<file path="config.mk">
export PLATFORM = sky130hd
export DESIGN_NAME = serial_rx_fifo
export DESIGN_NICKNAME = d
export VERILOG_FILES = /design/src/rtl/urx_pkg.sv /design/src/rtl/urx_sync.sv /design/src/rtl/urx_deser.sv /design/src/rtl/urx_fifo.sv /design/src/rtl/urx_errflags.sv /design/src/rtl/serial_rx_fifo.sv
export SDC_FILE = /design/constraint.sdc
export NUM_CORES = 1
export LEC_CHECK = 0
export ABC_AREA = 0
export BUFFER_PORTS_ARGS = -buffer_cell sky130_fd_sc_hd__buf_4
export CORE_UTILIZATION = 53
export DETAILED_ROUTE_END_ITERATION = 8
export HOLD_SLACK_MARGIN = 0.03
export PLACE_DENSITY = 0.75
export SLEW_MARGIN = 20
export SYNTH_ARGS = -nofsm -noshare
export SYNTH_HDL_FRONTEND = slang
export SYNTH_SLANG_ARGS = --single-unit
</file>
<file path="constraint.sdc">
create_clock -name clk -period 1.7 [get_ports clk]
set_input_delay 0.085 -clock clk [delete_from_list [all_inputs] [get_ports clk]]
set_output_delay 0.085 -clock clk [all_outputs]
set_load 0.05 [all_outputs]
</file>
<file path="src/rtl/urx_pkg.sv">
package urx_pkg;

  // Frame receive phases
  typedef enum logic [1:0] {
    RX_IDLE  = 2'd0,
    RX_START = 2'd1,
    RX_DATA  = 2'd2,
    RX_STOP  = 2'd3
  } rx_state_t;

  // Index of each sticky error in the flag vector
  localparam int ERR_FRAME   = 0;
  localparam int ERR_OVERRUN = 1;
  localparam int ERR_COUNT   = 2;

endpackage

</file>
<file path="src/rtl/urx_sync.sv">
module urx_sync #(
  parameter int  STAGES    = 2,
  parameter logic RESET_VAL = 1'b1
) (
  input  logic clk,
  input  logic rst_n,
  input  logic d_async,
  output logic q_sync
);

  logic [STAGES-1:0] chain;

  always_ff @(posedge clk or negedge rst_n) begin
    if (!rst_n) chain <= {STAGES{RESET_VAL}};
    else        chain <= {chain[STAGES-2:0], d_async};
  end

  assign q_sync = chain[STAGES-1];

endmodule

</file>
<file path="src/rtl/urx_deser.sv">
module urx_deser
  import urx_pkg::*;
#(
  parameter int DATA_W = 8,
  parameter int OSR    = 4
) (
  input  logic              clk,
  input  logic              rst_n,
  input  logic              line_s,
  input  logic              tick,
  output logic              char_vld,
  output logic [DATA_W-1:0] char_data,
  output logic              char_ferr
);

  localparam int PH_W  = $clog2(OSR);
  localparam int IDX_W = $clog2(DATA_W);
  localparam logic [PH_W-1:0]  PH_SAMP = PH_W'(OSR / 2 - 1);
  localparam logic [PH_W-1:0]  PH_LAST = PH_W'(OSR - 1);
  localparam logic [IDX_W-1:0] IDX_END = IDX_W'(DATA_W - 1);

  rx_state_t         st;
  logic [PH_W-1:0]   ph;
  logic [IDX_W-1:0]  idx;
  logic [DATA_W-1:0] shreg;
  logic              line_q;

  wire at_samp = tick && (ph == PH_SAMP);
  wire at_last = tick && (ph == PH_LAST);

  always_ff @(posedge clk or negedge rst_n) begin
    if (!rst_n) begin
      st        <= RX_IDLE;
      ph        <= '0;
      idx       <= '0;
      shreg     <= '0;
      line_q    <= 1'b1;
      char_vld  <= 1'b0;
      char_ferr <= 1'b0;
    end else begin
      line_q   <= line_s;
      char_vld <= 1'b0;
      unique case (st)
        RX_IDLE: begin
          if (line_q && !line_s) begin
            st <= RX_START;
            ph <= '0;
          end
        end
        RX_START: begin
          if (tick) ph <= ph + 1'b1;
          if (at_samp && line_s) begin
            st <= RX_IDLE;            // line went back high: false start
          end else if (at_last) begin
            st  <= RX_DATA;
            idx <= '0;
          end
        end
        RX_DATA: begin
          if (tick) ph <= ph + 1'b1;
          if (at_samp) shreg <= {line_s, shreg[DATA_W-1:1]};
          if (at_last) begin
            if (idx == IDX_END) st <= RX_STOP;
            else                idx <= idx + 1'b1;
          end
        end
        RX_STOP: begin
          if (at_samp) begin
            char_vld  <= 1'b1;
            char_ferr <= !line_s;
            st        <= RX_IDLE;
          end else if (tick) begin
            ph <= ph + 1'b1;
          end
        end
        default: st <= RX_IDLE;
      endcase
    end
  end

  assign char_data = shreg;

endmodule

</file>
<file path="src/rtl/urx_fifo.sv">
module urx_fifo #(
  parameter int DATA_W = 8,
  parameter int DEPTH  = 4
) (
  input  logic              clk,
  input  logic              rst_n,
  input  logic              push,
  input  logic [DATA_W-1:0] push_data,
  input  logic              pop,
  output logic [DATA_W-1:0] head,
  output logic              empty,
  output logic              one_left,
  output logic              full,
  output logic              drop
);

  localparam int PTR_W = (DEPTH > 1) ? $clog2(DEPTH) : 1;
  localparam int CNT_W = $clog2(DEPTH + 1);
  localparam logic [PTR_W-1:0] PTR_MAX = PTR_W'(DEPTH - 1);

  logic [DATA_W-1:0] mem [DEPTH];
  logic [PTR_W-1:0]  wr_ptr, rd_ptr;
  logic [CNT_W-1:0]  cnt;
  logic              pop_fire, push_fire;

  assign empty    = (cnt == '0);
  assign full     = (cnt == CNT_W'(DEPTH));
  assign one_left = (cnt == CNT_W'(DEPTH - 1));

  assign pop_fire  = pop && !empty;
  assign push_fire = push && (!full || pop_fire);
  assign drop      = push && !push_fire;

  function automatic logic [PTR_W-1:0] nxt(input logic [PTR_W-1:0] p);
    return (p == PTR_MAX) ? '0 : p + 1'b1;
  endfunction

  always_ff @(posedge clk) begin
    if (push_fire) mem[wr_ptr] <= push_data;
  end

  always_ff @(posedge clk or negedge rst_n) begin
    if (!rst_n) begin
      wr_ptr <= '0;
      rd_ptr <= '0;
      cnt    <= '0;
    end else begin
      if (push_fire) wr_ptr <= nxt(wr_ptr);
      if (pop_fire)  rd_ptr <= nxt(rd_ptr);
      unique case ({push_fire, pop_fire})
        2'b10:   cnt <= cnt + 1'b1;
        2'b01:   cnt <= cnt - 1'b1;
        default: cnt <= cnt;
      endcase
    end
  end

  assign head = mem[rd_ptr];

endmodule

</file>
<file path="src/rtl/urx_errflags.sv">
module urx_errflags #(
  parameter int N = 2
) (
  input  logic         clk,
  input  logic         rst_n,
  input  logic [N-1:0] set,
  input  logic [N-1:0] clr,
  output logic [N-1:0] flag
);

  for (genvar g = 0; g < N; g++) begin : g_flag
    always_ff @(posedge clk or negedge rst_n) begin
      if (!rst_n)      flag[g] <= 1'b0;
      else if (set[g]) flag[g] <= 1'b1;   // set has priority over clear
      else if (clr[g]) flag[g] <= 1'b0;
    end
  end

endmodule

</file>
<file path="src/rtl/serial_rx_fifo.sv">
module serial_rx_fifo
  import urx_pkg::*;
#(
  parameter int DATA_W = 8,
  parameter int DEPTH  = 4,
  parameter int OSR    = 4
) (
  input  logic              clk,
  input  logic              rst_n,
  input  logic              rx_in,
  input  logic              sample_tick,
  input  logic              rd_ready,
  output logic              rd_valid,
  output logic [DATA_W-1:0] rd_data,
  input  logic              clr_frame_err,
  input  logic              clr_overrun_err,
  output logic              lvl_empty,
  output logic              lvl_one_left,
  output logic              lvl_full,
  output logic              frame_err,
  output logic              overrun_err
);

  logic              line_s;
  logic              char_vld, char_ferr, drop;
  logic [DATA_W-1:0] char_data;
  logic [ERR_COUNT-1:0] err_set, err_clr, err_q;

  urx_sync #(.STAGES(2), .RESET_VAL(1'b1)) u_sync (
    .clk(clk), .rst_n(rst_n), .d_async(rx_in), .q_sync(line_s)
  );

  urx_deser #(.DATA_W(DATA_W), .OSR(OSR)) u_deser (
    .clk(clk), .rst_n(rst_n), .line_s(line_s), .tick(sample_tick),
    .char_vld(char_vld), .char_data(char_data), .char_ferr(char_ferr)
  );

  urx_fifo #(.DATA_W(DATA_W), .DEPTH(DEPTH)) u_fifo (
    .clk(clk), .rst_n(rst_n),
    .push(char_vld), .push_data(char_data), .pop(rd_ready),
    .head(rd_data), .empty(lvl_empty), .one_left(lvl_one_left),
    .full(lvl_full), .drop(drop)
  );

  assign err_set[ERR_FRAME]   = char_vld && char_ferr;
  assign err_set[ERR_OVERRUN] = drop;
  assign err_clr[ERR_FRAME]   = clr_frame_err;
  assign err_clr[ERR_OVERRUN] = clr_overrun_err;

  urx_errflags #(.N(ERR_COUNT)) u_err (
    .clk(clk), .rst_n(rst_n), .set(err_set), .clr(err_clr), .flag(err_q)
  );

  assign rd_valid    = !lvl_empty;
  assign frame_err   = err_q[ERR_FRAME];
  assign overrun_err = err_q[ERR_OVERRUN];

endmodule

</file>
==> reports/qor.txt <==
Status: finished, violations left
Violated checks: setup timing
Final nets: 242
Largest family of logic cells by synthesized area: multiplexers
Mux cell area share after synthesis: 0.133
Period utilisation layout: 1.11
Crit path time final: 1.88 ns
Hold path depth: 3
Die Area: 0.00533 mm²
Syn. warnings: 0
FFs w/ async S/R, synth: 0.475
Max Cap Viol: 0
Sink Count: 61
Setup TNS: -0.184 ns
#FFs+latches synth: 61
Worst slack, placed: -0.212 ns
CTS Root Cell: clkbuf_8
Post-DP HPWL: 3150 µm
Power, Total: 0.00601 W
Placement row count: 25
Initial core utilization: 0.558
Routed wire per std cell: 16.0 µm
Top cell type's share of synthesized area: 0.360
Reg clk slew, reported paths: 0.07 ns
Gr usage total: 0.202
Worst Setup End Kind: register
Worst-Skew Late Latency: 0.33 ns
Mapped cell area: 0.00267 mm²
WP data required: 1.93 ns
Die H: 73.0 µm
CTS buffer count: 9
Worst Hold Launch: sample_tick
Vias: 1627
Worst Path Arrival: 2.12 ns
Most instantiated library cell after synthesis: edfxtp_1
Drt drc: 0
Worst hold margin: 0.0864 ns
DP Cell Count: 271
CTS tree: built
Crit path max fanout: 2
Io pins: 21
# setup viols final: 1
HP Class: primary input to register
First-pass GRT wire length: 7650 µm
DRT Wirelength: 4760 µm
Dominant cell type by area after synthesis: edfxtp_1
Worst-Margin Slew: 0.454 ns
CORE AREA: 0.00479 mm²
GRT overflow: 0
Ranking of synthesized cells by area: edfxtp_1 (36%), dfrtp_1 (24%), mux4_2 (6.7%), ha_1 (4.2%), mux2_2 (3.8%)
Fmax: 531 MHz
Gp weighted congestion: 0.798
Seq/Total Area, Yosys: 0.632
Antenna Cells: 0
Power Dens Cells: 1820 mW/mm²
Initial antenna violation count: 0
Synth-to-Final Area Change: 23.5%
Die width: 73.0 µm
Leakage power figure: 1.38 nW
Largest net degree at the start of global routing: 30
Slew Limit Fails: 0
Final cell count without fillers: 297
Post-synth EDFFs: 32
Critical path class: register to register
XOR/XNOR Fraction of Synth Area: 0.00655
Syn_area_per_cell: 14.8 µm²
Final WS setup: -0.184 ns
Post-Synth Adder-Cell Area: 0.0496
Reg2reg setup slack: -0.18 ns
H-tree depth: 3
Vias in the first global route: 1633
Deepest clock path buffer count: 2
Drt first pass iters: 4
Antenna Nets Post-Route: 0
Compound-cell area share of the yosys netlist: 0.0571
Initial DRC Count: 60
Synth Area in Simple Gates: 0.0913
Reg2reg end: u_fifo.cnt[1]$_DFFE_PN0P_
Vias per inst: 5.48
Cells after Synth: 181
Fraction of layout cells with a size suffix above 1: 0.387
VDD IR max: 0.00101 V
Top post-synthesis cells by count: edfxtp_1 (32), dfrtp_1 (26), nand2_1 (13)
Most used DFF post-synth: edfxtp_1
Startpoint Class: register
Final Hold Fails: 0
Synth unique cells: 45
FF-to-FF Start: u_fifo.cnt[2]$_DFFE_PN0P_
Port bufs: 20
Reg2reg path depth: 6
RSZ-0062 raised after global routing: yes
Worst-case clock skew: 0.00533 ns
Synth Net Count: 198
Slew HR: 0.694
how the worst max path moves through the flow:
stage                                    from                        end  slack (ns)  cells after the start
detailed placement  u_fifo.cnt[2]$_DFFE_PN0P_  u_fifo.cnt[1]$_DFFE_PN0P_       -0.21                      6
global placement    u_fifo.cnt[2]$_DFFE_PN0P_  u_fifo.cnt[1]$_DFFE_PN0P_       -0.04                      6
finish              u_fifo.cnt[2]$_DFFE_PN0P_  u_fifo.cnt[1]$_DFFE_PN0P_       -0.18                      6
global route        u_fifo.cnt[2]$_DFFE_PN0P_  u_fifo.cnt[1]$_DFFE_PN0P_       -0.22                      6
floorplan           u_fifo.cnt[2]$_DFFE_PN0P_  u_fifo.cnt[1]$_DFFE_PN0P_       -0.21                      6
CTS                 u_fifo.cnt[2]$_DFFE_PN0P_  u_fifo.cnt[1]$_DFFE_PN0P_       -0.14                      6
metal layers:
layer / vias up / track usage / part of all wire
met3: 13 / 0.0622 / 0.040
met1: 829 / 0.235 / 0.42
met4: 0 / 0.111 / 0.022
met2: 38 / 0.334 / 0.52
met5: - / 0 / 0
li1: 747 / - / -
logic make-up after synthesis:
group / count (synthesis)
flip-flops: 61
AO/OA/AOI/OAI: 23
XOR/XNOR: 2
multiplexers: 23
adder cells (fa/ha/maj): 10
AND/OR/NAND/NOR: 43
buffers and inverters: 19
state kept, by name, summed over array words and instances, names as in the netlist, 2 cells and up, named ones only:
signal and count:
u_fifo.mem 32, u_deser.char_data 8, u_deser.idx 3, u_fifo.cnt 3, u_deser.ph 2, u_err.flag 2
u_fifo.rd_ptr 2, u_fifo.wr_ptr 2, u_sync.chain 2
critical path, stage by stage (launching register included):
cell	delay [ns]
dfrtp_1	0.38
or3_4	0.41
nand2_2	0.08
fa_2	0.45
a211oi_2	0.16
o21ai_1	0.11
a22oi_1	0.20
through the flow:
step	cell area, µm²	utilization
2_1_floorplan	2700	-
3_3_place_gp	2970	0.621
3_5_place_dp	2970	0.621
4_1_cts	3230	0.675
5_1_grt	3300	0.690
6_report	3300	0.690
layout by cell type (no fill, tap or decap), drive strengths merged, types with 2 or more instances in the layout:
cell         Yosys  final
buf              5     35
edfxtp          32     32
dfrtp           26     26
inv             13     13
nand2           13     13
mux2            12     12
clkbuf           1     10
ha               9      9
mux4             8      8
o21ai            8      8
and2             6      6
nor2             6      6
dlygate4sd3      0      4
nand3            4      4
clkinv           0      4
mux2i            3      3
dfstp            3      3
nand2b           3      3
nor2b            3      3
nor3             2      2
xor2             2      2
a31oi            2      2
o221ai           2      2
o211ai           2      2
bufinv           0      2
cell type report:
type / count / area, µm²
Fill cell: 326 / 1490
Sequential cell: 61 / 1690
Tap cell: 67 / 83.8
Clock inverter: 6 / 77.6
Multi-Input combinational cell: 101 / 947
Inverter: 13 / 48.8
Clock buffer: 10 / 128
Timing Repair Buffer: 39 / 325
where the power goes:
part	internal (W)	total (W)	switching (W)	leakage (nW)
clock network	0.000810	0.00134	0.000531	0.105
registers	0.00192	0.00224	0.000316	0.659
logic	0.00110	0.00244	0.00134	0.617
repair_timing:
action,CTS,global route
resized for setup,3,8
hold buffers,4,0
setup buffers,1,6
endpoints found under the hold margin,32,0
cloned,0,0
setup endpoints to repair,10,38
pin swaps,2,2
(Power assumes the default switching activity.)
